`src/rtl/zbr_pkg.sv`:
```
package zbr_pkg;

    localparam int CPU_AW    = 16;
    localparam int PHYS_AW   = 19;
    localparam int DATA_W    = 8;
    localparam int PORT_W    = 8;
    localparam int CMP_W     = 5;
    localparam int PAGE_W    = 6;
    localparam int LOW_W     = PHYS_AW - PAGE_W;
    localparam int NUM_PORTS = 4;

    localparam logic [PORT_W-1:0] PORT_BASE = 8'h30;
    localparam logic [PORT_W-1:0] PORT_MASK = 8'h31;
    localparam logic [PORT_W-1:0] PORT_PAGE = 8'h32;
    localparam logic [PORT_W-1:0] PORT_SWAP = 8'h38;

    localparam logic [CMP_W-1:0]  BASE_RST  = 5'h00;
    localparam logic [CMP_W-1:0]  MASK_RST  = 5'h1C;
    localparam logic [PAGE_W-1:0] PAGE_RST  = 6'h00;
    localparam logic [PAGE_W-1:0] PAGE_SWAP = 6'h20;

    typedef enum logic [1:0] {
        SEL_BASE = 2'd0,
        SEL_MASK = 2'd1,
        SEL_PAGE = 2'd2,
        SEL_SWAP = 2'd3
    } reg_sel_e;

    typedef struct packed {
        logic              valid;
        reg_sel_e          sel;
        logic [DATA_W-1:0] data;
    } reg_wr_t;

    typedef struct packed {
        logic [CMP_W-1:0]  base;
        logic [CMP_W-1:0]  mask;
        logic [PAGE_W-1:0] page;
    } win_cfg_t;

    function automatic logic [PORT_W-1:0] port_of(input int idx);
        case (idx)
            0:       return PORT_BASE;
            1:       return PORT_MASK;
            2:       return PORT_PAGE;
            default: return PORT_SWAP;
        endcase
    endfunction

    function automatic logic in_window(input logic [CMP_W-1:0] field,
                                       input logic [CMP_W-1:0] base,
                                       input logic [CMP_W-1:0] mask);
        return ((field ^ base) & mask) == '0;
    endfunction

endpackage

```
`src/rtl/zbr_io_decode.sv`:
```
module zbr_io_decode
    import zbr_pkg::*;
(
    input  logic              clk,
    input  logic              rst,
    input  logic              io_req,
    input  logic              io_rd,
    input  logic              io_wr,
    input  logic              io_m1,
    input  logic [PORT_W-1:0] io_port,
    input  logic [DATA_W-1:0] io_data,
    output logic              io_wait,
    output reg_wr_t           wr_cmd
);

    logic [NUM_PORTS-1:0] hit_vec;
    logic                 cycle_ok;
    logic                 done_q;
    reg_sel_e             sel;

    for (genvar i = 0; i < NUM_PORTS; i++) begin : g_port
        assign hit_vec[i] = (io_port == port_of(i));
    end

    assign cycle_ok = io_req & ~io_m1 & (io_rd | io_wr) & (|hit_vec);
    assign io_wait  = cycle_ok & ~done_q;

    always_comb begin
        sel = SEL_BASE;
        for (int i = 0; i < NUM_PORTS; i++) begin
            if (hit_vec[i]) sel = reg_sel_e'(2'(i));
        end
    end

    always_comb begin
        wr_cmd.valid = io_wait & io_wr;
        wr_cmd.sel   = sel;
        wr_cmd.data  = io_data;
    end

    always_ff @(posedge clk) begin
        if (rst)          done_q <= 1'b0;
        else if (!io_req) done_q <= 1'b0;
        else if (io_wait) done_q <= 1'b1;
    end

    // an owned cycle is acknowledged after one edge
    assert_wait_release_R8: assert property (@(posedge clk) disable iff (rst)
        io_wait |=> !io_wait);

endmodule

```
`src/rtl/zbr_cfg_regs.sv`:
```
module zbr_cfg_regs
    import zbr_pkg::*;
(
    input  logic     clk,
    input  logic     rst,
    input  reg_wr_t  wr_cmd,
    output win_cfg_t cfg
);

    win_cfg_t cfg_q;
    logic     unused_hi;

    assign unused_hi = ^wr_cmd.data[DATA_W-1:PAGE_W];

    always_ff @(posedge clk) begin
        if (rst) begin
            cfg_q.base <= BASE_RST;
            cfg_q.mask <= MASK_RST;
            cfg_q.page <= PAGE_RST;
        end else if (wr_cmd.valid) begin
            case (wr_cmd.sel)
                SEL_BASE: cfg_q.base <= wr_cmd.data[CMP_W-1:0];
                SEL_MASK: cfg_q.mask <= wr_cmd.data[CMP_W-1:0];
                SEL_PAGE: cfg_q.page <= wr_cmd.data[PAGE_W-1:0];
                SEL_SWAP: cfg_q.page <= PAGE_SWAP;
                default:  cfg_q      <= cfg_q;
            endcase
        end
    end

    assign cfg = cfg_q;

    // reset values
    assert_reset_vals_R1: assert property (@(posedge clk)
        rst |=> (cfg_q.base == BASE_RST && cfg_q.mask == MASK_RST && cfg_q.page == PAGE_RST));

    // swap port loads the fixed page
    assert_swap_page_R5: assert property (@(posedge clk) disable iff (rst)
        (wr_cmd.valid && wr_cmd.sel == SEL_SWAP) |=> cfg_q.page == PAGE_SWAP);

    // page changes only on a page or swap write
    assert_page_hold_R6: assert property (@(posedge clk) disable iff (rst)
        !(wr_cmd.valid && (wr_cmd.sel == SEL_SWAP || wr_cmd.sel == SEL_PAGE))
        |=> $stable(cfg_q.page));

endmodule

```
`src/rtl/zbr_addr_map.sv`:
```
module zbr_addr_map
    import zbr_pkg::*;
(
    input  logic               mem_req,
    input  logic [CPU_AW-1:0]  cpu_addr,
    input  win_cfg_t           cfg,
    output logic               banked,
    output logic [PHYS_AW-1:0] phys_addr
);

    assign banked = mem_req & in_window(cpu_addr[CPU_AW-1 -: CMP_W], cfg.base, cfg.mask);

    for (genvar b = 0; b < PHYS_AW; b++) begin : g_bit
        if (b < LOW_W) begin : g_low
            assign phys_addr[b] = cpu_addr[b];
        end else if (b < CPU_AW) begin : g_mid
            assign phys_addr[b] = banked ? cfg.page[b-LOW_W] : cpu_addr[b];
        end else begin : g_top
            assign phys_addr[b] = banked & cfg.page[b-LOW_W];
        end
    end

endmodule

```
`src/rtl/zbr_remap.sv`:
```
module zbr_remap
    import zbr_pkg::*;
(
    input  logic               clk,
    input  logic               rst,
    input  logic               mem_req,
    input  logic               io_req,
    input  logic               io_rd,
    input  logic               io_wr,
    input  logic               io_m1,
    input  logic [CPU_AW-1:0]  cpu_addr,
    input  logic [DATA_W-1:0]  cpu_data,
    output logic               io_wait,
    output logic               banked,
    output logic [PHYS_AW-1:0] phys_addr
);

    reg_wr_t  wr_cmd;
    win_cfg_t cfg;

    zbr_io_decode i_decode (
        .clk     (clk),
        .rst     (rst),
        .io_req  (io_req),
        .io_rd   (io_rd),
        .io_wr   (io_wr),
        .io_m1   (io_m1),
        .io_port (cpu_addr[PORT_W-1:0]),
        .io_data (cpu_data),
        .io_wait (io_wait),
        .wr_cmd  (wr_cmd)
    );

    zbr_cfg_regs i_regs (
        .clk    (clk),
        .rst    (rst),
        .wr_cmd (wr_cmd),
        .cfg    (cfg)
    );

    zbr_addr_map i_map (
        .mem_req   (mem_req),
        .cpu_addr  (cpu_addr),
        .cfg       (cfg),
        .banked    (banked),
        .phys_addr (phys_addr)
    );

    // no window hit without a memory access
    assert_idle_unbanked_R2: assert property (@(posedge clk) disable iff (rst)
        !mem_req |-> !banked);

    // offset inside the window passes through
    assert_low_pass_R3: assert property (@(posedge clk) disable iff (rst)
        banked |-> phys_addr[LOW_W-1:0] == cpu_addr[LOW_W-1:0]);

    // outside the window the extra SRAM bits stay clear
    assert_upper_clear_R4: assert property (@(posedge clk) disable iff (rst)
        !banked |-> (phys_addr[PHYS_AW-1:CPU_AW] == '0 && phys_addr[CPU_AW-1:0] == cpu_addr));

endmodule

```
`config.mk`:
```
export PLATFORM = sky130hd
export DESIGN_NAME = zbr_remap
export DESIGN_NICKNAME = d
export VERILOG_FILES = /design/src/rtl/zbr_pkg.sv /design/src/rtl/zbr_io_decode.sv /design/src/rtl/zbr_cfg_regs.sv /design/src/rtl/zbr_addr_map.sv /design/src/rtl/zbr_remap.sv
export SDC_FILE = /design/constraint.sdc
export NUM_CORES = 1
export LEC_CHECK = 0
export BUFFER_PORTS_ARGS = -buffer_cell sky130_fd_sc_hd__buf_2
export CAP_MARGIN = 20
export CORE_AREA = 3 3 66 68
export DETAILED_ROUTE_END_ITERATION = 8
export DIE_AREA = 0 0 69 71
export HOLD_SLACK_MARGIN = 0.1
export PLACE_DENSITY_LB_ADDON = 0.3
export SYNTH_ARGS = -nofsm -noshare
export SYNTH_HDL_FRONTEND = slang
export SYNTH_HIERARCHICAL = 1
export SYNTH_SLANG_ARGS = --single-unit
```
`constraint.sdc`:
```
create_clock -name clk -period 1.95 [get_ports clk]
set_input_delay 0.0975 -clock clk [delete_from_list [all_inputs] [get_ports clk]]
set_output_delay 0.0975 -clock clk [all_outputs]
set_load 0.1 [all_outputs]
```
Word level (Yosys, flattened, before mapping)
Index checks and enable logic that the tools add are counted.
{ "op_classes": {"eq_ne": 7, "n_reduce_logical": 8, "bitwise_logic": 15, "mux": 7} }
{ "ops": {"columns": ["cell", "n"], "rows": [
  ["8-bit by 6-bit equality test with 1-bit output, second input constant", 4],
  ["6-bit one-hot mux with 2 select lines", 1],
  ["1-bit AND", 9],
  ["2-bit AND reduction", 3],
  ["5-bit AND", 1],
  ["5-bit zero test", 1],
  ["5-bit bitwise XOR", 1],
  ["2-bit equality test, second input constant", 2],
  ["1-bit two-way mux", 4],
  ["2-bit two-way mux", 2],
  ["4-bit OR reduction", 1],
  ["1-bit inverter", 3],
  ["2-bit by 1-bit equality test with 1-bit output, second input constant", 1],
  ["2-bit zero test", 1],
  ["2-bit nonzero test", 1],
  ["2-bit OR reduction", 1],
  ["1-bit OR", 1]
]} }
{ "word_totals": {"out_inout_bits": 21, "reg_bits": 17, "inputBits": 31, "elab_cells": 41} }

Longest topological paths before layout
{ "logic_depth": {"depth_word": 7, "mapped_depth": 7, "ltp_nobuf": 6} }

Hierarchy
Netlist, hierarchy kept.
{ "modules_own_cells": {"columns": ["mod", "seq_area_each_um2", "cells_each", "n_inst", "area_each_um2"], "rows": [
  ["zbr_cfg_regs", 320.3, 69, 1, 715.7],
  ["zbr_addr_map", 0.0, 32, 1, 232.7],
  ["zbr_io_decode", 20.0, 25, 1, 187.7]
]} }

Worst setup path after synthesis
Ideal clock, no wire load.
{ "synth_timing": {"path_type": "input to register", "startpoint": "input cpu_addr[7]", "endpoint": "register i_regs.cfg_q, in the netlist i_regs/cfg[11]", "path_slack_ns": -1.184, "path_stages": 6, "t_required_ns": 1.878, "t_arrival_ns": 3.062, "setup_time_ns": 0.072, "path_buffers": 0, "path_cell_list": "nor3_2 -> nand2_1 -> nor4_2 -> and2_1 -> nor3b_4 -> mux2i_1"} }
{ "synth_rtl": {"columns": ["item", "line", "rtl"], "rows": [
  ["from (decl)", "zbr_remap.sv:11", "input logic [CPU_AW-1:0] cpu_addr,"],
  ["to (signal assigned)", "zbr_cfg_regs.sv:26", "default: cfg_q <= cfg_q;"],
  ["to (decl)", "zbr_cfg_regs.sv:10", "win_cfg_t cfg_q;"]
]} }

Worst setup path in the final report
{ "layout_timing": {"startpoint": "register i_regs.cfg_q, in the netlist i_regs/cfg[14]", "endpoint": "output phys_addr[13]"} }
{ "layout_between": {"elab_chain_cells": 5} }
{ "layout_rtl": {"columns": ["item", "line", "rtl"], "rows": [
  ["5-bit bitwise XOR", "zbr_pkg.sv:53", "return ((field ^ base) & mask) == '0;"],
  ["5-bit AND", "zbr_pkg.sv:53", null],
  ["5-bit zero test", "zbr_pkg.sv:53", null],
  ["1-bit AND", "zbr_addr_map.sv:11", "assign banked = mem_req & in_window(cpu_addr[CPU_AW-1 -: CMP_W], cfg.base, cfg.mask);"],
  ["1-bit two-way mux", "zbr_addr_map.sv:17", "assign phys_addr[b] = banked ? cfg.page[b-LOW_W] : cpu_addr[b];"],
  ["to (decl)", "zbr_remap.sv:15", "output logic [PHYS_AW-1:0] phys_addr"]
]} }
No other way between the ends.

==> impl_results.md <==
- DRT iter0 DRCs: 27
- Worst relative slew slack: between 60% and 70%
- Initial antenna violation count: 0
- Syn nets: ~160
- Post-Synthesis Cells: between 100 and 150
- Layout cells sized above 1: a little under half
- Worst clock skew: 0.0009311 ns
- M3 GR Usage: under 10%
- Chip Width: slightly below 70 um
- Root Buffer: clkbuf_8
- Number of top-level pins: 52
- DR vias: ~910
- Startpoint Class: flop
- Total Power: 835.2 uW
- Worst-Skew Late Latency: ~0.25 ns
- Yosys warning total: 6
- Finish-stage setup viols: 0
- Crit path from: i_regs/cfg[14]
- Crit path required time: around 1.9 ns
- Fmax: about 540 MHz
- Post-synthesis area per instance: 9.041 um2
- Die area: ~4900 um2
- RSZ-0062 raised after global routing: no
- CP endpoint: phys_addr[13]
- # DRC: 0
- Pre-CTS WS: approximately 0.25 ns
- Worst EP arrival: approximately 1.7 ns
- GP Congestion: 0.7489
- CTS tree: built
- GRT met1 Usage: about an eighth
- Period utilisation layout: a little over nine tenths
- Cell family with most CP delay: multiplexers
- Max incr delay on CP: 0.36 ns
- Global-route wire length before repair: ~4400 um
- Fillers: approximately 420
- # port buffers: 43
- Max VDD drop: roughly 0.18 mV
- WL/cell: between 10 and 15 um
- Worst hold path class: in2reg
- Critical-path cell list: xor2_1, a22oi_1, nand4_4, mux2_2, buf_12
- Vias/cell: ~4.5
- Pin count of the biggest net entering global routing: 26
- WS Path Type: reg2out
- Setup crit end kind: output port
- Maxcap violations: 0
- Slew of the pin with the lowest slew margin: just under 0.5 ns
- Max clock buf depth: 2
- DRT Wirelength: around 2600 um
- R2R depth: 4
- Worst-path clk slew: about 0.060 ns
- WP depth: 5
- Final hold violations: 0
- GR Util met2: roughly a fifth
- Remaining Overflow, GRT: 0
- Final std cells w/o fill: 201
- # rows: 23
- CTS sink cnt: 17
- Critical path buffer and inverter count: 1
- Post-CTS setup buffer count: 0
- Number of global-route vias before repair: about 950
- ANT nets after route: 0
- Fin crit period: ~1.8 ns
- N_diodes: 0
- Reg-to-reg setup timing slack: 0.47 ns
- # nets final: 183
- Gr busiest metal: met2
- Pins Over Slew Limit: 0
- CTS buffer count: 3
- Reg-to-Reg Start: i_decode/done_q
- CP Max Fanout: 7
- H-tree depth: 1
- Core area: a little under 4000 um2
- Chip Height: between 70 and 80 um
- Status: finished, final reports clean
- Pleak: ~0.62 nW
- DP HPWL: roughly 2000 um
- Post-route cell area: around 1400 um2
- Pwr Density: just under 600 nW/um2
- Post-Place Cell Area: roughly 1400 um2
- TritonRoute pass-1 iters: 4
- Reg2reg end: i_regs/cfg[11]
- Fin util: 37.02%
- Final WS setup: 0.1095 ns
- P&R area growth vs syn: 29.24%
- Gr usage total: about 11%
- Dpl cells: between 150 and 200
- Cell Area, Synth: roughly 1100 um2
- Initial Utilization: roughly 29%
- Worst path slowest cell: mux2_2
tightest hold or removal path: stages:
cell	delay [ns]
buf_2	0.11
nand2b_1	0.06
mux2i_1	0.06
layer usage:
metal / part of all wire, % / wire length, um
met5: 0 / 0
met1: 44 / 1138
met3: 3.8 / 97
met2: 51 / 1325
met4: 0.74 / 19
through the flow:
| stage | hold slack [ns] | TNS [ns] |
|---|---|---|
| after floorplan | 0.2309 | -6.239 |
| after global placement | 0.1962 | 0 |
| after detailed placement | 0.1962 | 0 |
| after CTS | 0.1272 | 0 |
| after global routing | 0.1410 | 0 |
| final | 0.1278 | 0 |
final cells by class:
type,count,area [um2],share of cell area (%)
multi-input cells,78,629.4,43.44
well taps,50,62.56,4.318
inverters,5,18.77,1.295
clock buffers,4,45.04,3.109
flip-flops and latches,17,340.3,23.49
repair buffers,47,352.8,24.35
where the power goes:
part	switching, mW	internal, mW	total (mW)
Sequential	0.0000916	0.347	0.347
Clock	0.115	0.145	0.260
Combinational	0.165	0.0632	0.228
flip-flops by register name (all words and copies together), names as in the netlist:
signal,flops
i_regs/cfg,16
i_decode/done_q,1
worst min-delay path by stage:
stage,endpoint,slack [ns],cells after the start,from
floorplan,i_decode/done_q,0.23,1,io_req
global placement,phys_addr[10],0.20,0,cpu_addr[10]
detailed placement,phys_addr[10],0.20,0,cpu_addr[10]
CTS,i_regs/cfg[13],0.13,3,cpu_data[2]
global route,i_regs/cfg[13],0.14,3,cpu_data[2]
finish,i_regs/cfg[13],0.13,3,cpu_data[2]
placed cells by master (no fill, tap or decap), types with 2 or more instances in the layout:
cell type   n
a21bo_2     5
a21oi_1     6
buf_12      7
buf_2      36
buf_4       3
clkbuf_8    3
dfxtp_1    17
inv_1       5
mux2_2      3
mux2i_1    10
nand2_1     2
nand2b_1   12
nand4b_1    5
nor2_1      7
nor2_2      3
nor3_1      3
xnor2_1     2
xor2_1      5
repair_timing:
action,in CTS,in global routing
hold buffers,1,0
gates resized for setup,0,2
pin swaps,1,1
endpoints found under the setup margin,2,3
hold endpoints to repair,1,0
Power figures use the tool's default switching activity.
